<file path="src/rtl/dbg_halt_pkg.sv">
package dbg_halt_pkg;
  localparam int CAUSE_W = 2;

  typedef enum logic [CAUSE_W-1:0] {
    CAUSE_NONE  = 2'd0,
    CAUSE_FAULT = 2'd1,
    CAUSE_BKPT  = 2'd2,
    CAUSE_INSTR = 2'd3
  } haltCause_t;

  typedef struct packed {
    logic       takeHalt;
    haltCause_t cause;
    logic       raisePriv;
    logic       doResume;
  } haltStrobes_t;
endpackage

</file>
<file path="src/rtl/haltControl.sv">
module haltControl
  import dbg_halt_pkg::*;
(
  input  logic         clk,
  input  logic         rstN,
  input  logic         doubleFault,
  input  logic         instrBoundary,
  input  logic         haltInstr,
  input  logic         userMode,
  input  logic         userHaltEn,
  input  logic         goCmd,
  input  logic         pendingIn,
  output logic         haltedOut,
  output haltStrobes_t strobes
);
  logic running;
  logic bkptReady;
  logic instrAllowed;

  assign running      = !haltedOut;
  assign bkptReady    = pendingIn && instrBoundary;
  assign instrAllowed = !userMode || userHaltEn;

  always_comb begin
    strobes = '0;
    strobes.cause = CAUSE_NONE;
    if (running) begin
      if (doubleFault) begin
        strobes.takeHalt = 1'b1;
        strobes.cause    = CAUSE_FAULT;
      end else if (bkptReady) begin
        strobes.takeHalt = 1'b1;
        strobes.cause    = CAUSE_BKPT;
      end else if (haltInstr) begin
        if (instrAllowed) begin
          strobes.takeHalt = 1'b1;
          strobes.cause    = CAUSE_INSTR;
        end else begin
          strobes.raisePriv = 1'b1;
        end
      end
    end else begin
      strobes.doResume = goCmd;
    end
  end

  always_ff @(posedge clk) begin
    if (!rstN)                 haltedOut <= 1'b0;
    else if (strobes.takeHalt) haltedOut <= 1'b1;
    else if (strobes.doResume) haltedOut <= 1'b0;
  end

  // a double fault while running always leads to a halt
  assert_fault_halts_R2: assert property (@(posedge clk) disable iff (!rstN)
    (doubleFault && !haltedOut) |=> haltedOut);

  // go while running leaves the state untouched
  assert_go_ignored_running_R8: assert property (@(posedge clk) disable iff (!rstN)
    (!haltedOut && goCmd && !doubleFault && !bkptReady && !haltInstr) |=> !haltedOut);
endmodule

</file>
<file path="src/rtl/haltDatapath.sv">
module haltDatapath
  import dbg_halt_pkg::*;
(
  input  logic         clk,
  input  logic         rstN,
  input  logic         haltedIn,
  input  haltStrobes_t strobes,
  input  logic         bkptTrig,
  input  logic         cmdValid,
  input  logic         cmdIsReg,
  output logic         pendingOut,
  output haltCause_t   causeOut,
  output logic         privOut,
  output logic         resumeOut,
  output logic         acceptOut,
  output logic         errorOut
);
  logic regAllowed;
  assign regAllowed = haltedIn;

  always_ff @(posedge clk) begin
    if (!rstN) begin
      pendingOut <= 1'b0;
      causeOut   <= CAUSE_NONE;
      privOut    <= 1'b0;
      resumeOut  <= 1'b0;
      acceptOut  <= 1'b0;
      errorOut   <= 1'b0;
    end else begin
      if (strobes.takeHalt)           pendingOut <= 1'b0;
      else if (!haltedIn && bkptTrig) pendingOut <= 1'b1;

      if (strobes.takeHalt)      causeOut <= strobes.cause;
      else if (strobes.doResume) causeOut <= CAUSE_NONE;

      privOut   <= strobes.raisePriv;
      resumeOut <= strobes.doResume;
      acceptOut <= cmdValid && (!cmdIsReg || regAllowed);
      errorOut  <= cmdValid && cmdIsReg && !regAllowed;
    end
  end

  // no breakpoint request survives into the halted state
  assert_no_pending_halted_R11: assert property (@(posedge clk) disable iff (!rstN)
    haltedIn |-> !pendingOut);

  // a privilege pulse never coincides with a halted core
  assert_priv_running_R5: assert property (@(posedge clk) disable iff (!rstN)
    privOut |-> !haltedIn);

  // resume pulse follows a halted cycle and lasts one cycle
  assert_resume_after_halt_R8: assert property (@(posedge clk) disable iff (!rstN)
    resumeOut |-> (!haltedIn && $past(haltedIn)));

  // accept and error are exclusive
  assert_cmd_exclusive_R9: assert property (@(posedge clk) disable iff (!rstN)
    $onehot0({acceptOut, errorOut}));

  // the cause is none exactly when running
  assert_cause_matches_R1: assert property (@(posedge clk) disable iff (!rstN)
    (causeOut == CAUSE_NONE) == !haltedIn);
endmodule

</file>
<file path="src/rtl/dbgHaltCtl.sv">
module dbgHaltCtl
  import dbg_halt_pkg::*;
(
  input  logic       clk,
  input  logic       rstN,
  input  logic       doubleFault,
  input  logic       bkptTrig,
  input  logic       instrBoundary,
  input  logic       haltInstr,
  input  logic       userMode,
  input  logic       userHaltEn,
  input  logic       goCmd,
  input  logic       cmdValid,
  input  logic       cmdIsReg,
  output logic       halted,
  output logic [1:0] haltCause,
  output logic       bkptPending,
  output logic       privViol,
  output logic       resumePulse,
  output logic       cmdAccept,
  output logic       cmdError
);
  haltStrobes_t strobes;
  haltCause_t   causeQ;

  haltControl uCtrl (
    .clk          (clk),
    .rstN         (rstN),
    .doubleFault  (doubleFault),
    .instrBoundary(instrBoundary),
    .haltInstr    (haltInstr),
    .userMode     (userMode),
    .userHaltEn   (userHaltEn),
    .goCmd        (goCmd),
    .pendingIn    (bkptPending),
    .haltedOut    (halted),
    .strobes      (strobes)
  );

  haltDatapath uData (
    .clk       (clk),
    .rstN      (rstN),
    .haltedIn  (halted),
    .strobes   (strobes),
    .bkptTrig  (bkptTrig),
    .cmdValid  (cmdValid),
    .cmdIsReg  (cmdIsReg),
    .pendingOut(bkptPending),
    .causeOut  (causeQ),
    .privOut   (privViol),
    .resumeOut (resumePulse),
    .acceptOut (cmdAccept),
    .errorOut  (cmdError)
  );

  assign haltCause = causeQ;
endmodule

</file>
<file path="config.mk">
export PLATFORM = sky130hd
export DESIGN_NAME = dbgHaltCtl
export DESIGN_NICKNAME = d
export VERILOG_FILES = /design/src/rtl/dbg_halt_pkg.sv /design/src/rtl/haltControl.sv /design/src/rtl/haltDatapath.sv /design/src/rtl/dbgHaltCtl.sv
export SDC_FILE = /design/constraint.sdc
export NUM_CORES = 1
export LEC_CHECK = 0
export BUFFER_PORTS_ARGS = -buffer_cell sky130_fd_sc_hd__buf_2
export CAP_MARGIN = 15
export CELL_PAD_IN_SITES_DETAIL_PLACEMENT = 0
export CELL_PAD_IN_SITES_GLOBAL_PLACEMENT = 1
export CORE_AREA = 2 2 39 41
export CTS_CLUSTER_SIZE = 14
export DETAILED_ROUTE_END_ITERATION = 10
export DIE_AREA = 0 0 41 43
export HOLD_SLACK_MARGIN = 0.02
export PLACE_DENSITY = 0.67
export SYNTH_ARGS = -nofsm -noshare
export SYNTH_HDL_FRONTEND = slang
export SYNTH_HIERARCHICAL = 1
export SYNTH_SLANG_ARGS = --single-unit
export TNS_END_PERCENT = 1
</file>
<file path="constraint.sdc">
create_clock -name clk -period 3.4 [get_ports clk]
set_clock_uncertainty 0.15 [all_clocks]
set_input_delay 0.34 -clock clk [delete_from_list [all_inputs] [get_ports clk]]
set_output_delay 0.34 -clock clk [all_outputs]
set_load 0.01 [all_outputs]
</file>
==> results.cfg <==
[yosys]
synth_cells = 35
synth_top_cells_by_area = dfxtp_1, and4bb_1, a21boi_4, a31o_1, a21oi_1
avgSynthCellArea_um2 = 10.1
syn_nets = 46
synth_commonest_cells = dfxtp_1, inv_1, a21oi_1, nand2_1
ys_ff_latch = 8
yosys.cell_count.top_type = dfxtp_1
synth_flop_cell = dfxtp_1
synth-async-reset-ratio_pct = 0
synth_edf_count = 0
ys_types = 18
yosys.area.top_type_share_pct = 45.2
yosysWarnings = 6
synth_area_leader_cell = dfxtp_1
ys_seq_area_share_pct = 45.2
netlist_area_um2 = 354

[cts]
tritoncts = built
h-tree-depth = 1
post_cts_buffers = 0
clk_pin_slew_ns = 0.06
cts_resized = 0
cts-root-buf = clkbuf_4
numCtsBuffers = 3
clock_path_buffers = 2
hold_buffers = 0
clock-sinks = 8
clock_latency_ns = 0.25

[power_and_ir_drop]
powerDensity_nw_per_um2 = 430
ir_drop_mv = 0.100
leakage_nw = 0.266
p_total_w = 0.000209

[timing]
fin_crit_sh_pct = 45.6
relSlewSlack_pct = 78.4
slew_viol_final = 0
finalCriticalPeriod_ns = 1.55
worst_pin_slew_ns = 0.324
rsz0062_at_grt = no
finalHoldViolCount = 0
holdWs_ns = 0.126
fin_setup_tns_ns = 0
max_freq_ghz = 0.645
finalSetupViolCount = 0

[final_layout]
syn_to_final_growth_pct = 37.5
utilization_pct = 35.2
layout.cells.non_filler = 72
antenna_cells = 0
nets = 69
drive_above_1_share_pct = 44.6

[min_path]
min_path_type = primary input to register
worstHoldStart = cmdIsReg
hold_depth = 2
hold_path_end = uData/acceptOut$_SDFF_PN0_

[placement]
place.gp.congestion = 0.761
dp_cells = 69
dpl.hpwl_um = 506
port_buffers = 18

[routing]
dr.pass1.iters = 4
wirelength_um = 668
drt-initial-drc-count = 5
vias_per_cell = 4.38
drc = 0
vias = 315
wl_per_cell_um = 9.28
ant_nets = 0

[floorplan]
dieArea_um2 = 1760
die_y_um = 43
std_cell_rows = 14
fp.coreArea_um2 = 1380
die_w_um = 41
io_pins = 19
start_util_pct = 25.6

[critical_path]
required_ns = 3.39
crit_arrival_ns = 1.54
startpoint_type = register
r2r-end = uData/causeOut[1]$_SDFFE_PN0P_
rr_worst_depth = 5
end_kind = register
path_max_fanout = 5
ff2ff_setup_slack_ns = 1.85
r2r-start = uData/pendingOut$_SDFFE_PP0P_
path_class = register to register

[global_route]
grt_max_degree = 11
track_usage_pct = 9.34
grt_antenna_before_repair = 0
grt_pass1_vias = 297
grt_remaining_overflow = 0
grt_first_pass_wirelength_mm = 1.08

[job]
maxCapViolations = 0

[status]
run_status = complete, no violations
## layout make-up
class | count | area [µm²]
fillers | 148 | 897
clock buffers | 3 | 22.5
well taps | 16 | 20.0
repair buffers | 18 | 90.1
multi-input cells | 23 | 179
flip-flops and latches | 8 | 160
inverters | 4 | 15.0
## report_power, final
group	switching [W]	leakage, nW	internal, W
sequential	0.00000408	0.0656	0.0000990
clock	0.0000315	0.0138	0.0000403
combinational	0.0000167	0.187	0.0000179
total	0.0000523	0.266	0.000157
## stage by stage
step	setup WS, ns	area, µm²
floorplan	1.90	354
global placement	1.81	464
detailed placement	1.81	464
CTS	1.85	487
global route	1.72	487
finish	1.85	487
## cells by family after synthesis
group,count (synthesis),share of synthesized area [%]
buf+inv,4,4.24
simple gates,15,29.7
compound gates,8,20.8
flops,8,45.2
## flip-flops by register name, summed over array words and instances, names as in the netlist
signal and cells:
uCtrl/haltedOut 1, uData/acceptOut 1, uData/causeOut 2, uData/errorOut 1, uData/pendingOut 1, uData/privOut 1
uData/resumeOut 1
## layer usage
| layer | global-route usage [%] | vias to the layer above | routed length [µm] |
|---|---|---|---|
| met5 | 0 | - | 0 |
| met4 | 8.00 | 0 | 14 |
| met3 | 3.14 | 2 | 42 |
| met2 | 14.1 | 11 | 322 |
| met1 | 9.65 | 136 | 289 |
| li1 | - | 166 | - |
## critical path, cell delays in order, from the launching register on
cell and delay [ns]:
dfxtp_1 0.34, nand2_1 0.09, a21boi_4 0.15, a21oi_1 0.30, and4bb_1 0.23, a31o_1 0.18
## placed cells by master (no fill, tap or decap)
| master | instances |
|---|---|
| o211a_1 | 1 |
| and2_4 | 1 |
| and4bb_1 | 2 |
| dfxtp_1 | 8 |
| buf_2 | 18 |
| a21boi_4 | 1 |
| a211oi_2 | 1 |
| nand2b_4 | 1 |
| a31o_1 | 2 |
| nor3b_1 | 1 |
| nor2b_1 | 1 |
| nor3_1 | 1 |
| a21oi_1 | 3 |
| nand3_1 | 1 |
| inv_1 | 4 |
| and2_1 | 2 |
| clkbuf_4 | 3 |
| nor4_1 | 1 |
| nand2_1 | 3 |
| nor2_1 | 1 |
## worst max path at each step
| stage | startpoint | endpoint | slack, ns | cells after the start |
|---|---|---|---|---|
| 5_1_grt | uData/pendingOut$_SDFFE_PP0P_ | uData/causeOut[1]$_SDFFE_PN0P_ | 1.72 | 5 |
| 3_5_place_dp | instrBoundary | uData/causeOut[1]$_SDFFE_PN0P_ | 1.81 | 6 |
| 2_1_floorplan | uData/pendingOut$_SDFFE_PP0P_ | uData/causeOut[0]$_SDFFE_PN0P_ | 1.90 | 5 |
| 6_report | uData/pendingOut$_SDFFE_PP0P_ | uData/causeOut[1]$_SDFFE_PN0P_ | 1.85 | 5 |
| 3_3_place_gp | instrBoundary | uData/causeOut[0]$_SDFFE_PN0P_ | 1.81 | 6 |
| 4_1_cts | uData/pendingOut$_SDFFE_PP0P_ | uData/causeOut[1]$_SDFFE_PN0P_ | 1.85 | 5 |
No activity file was read; power rests on OpenSTA's default activity.
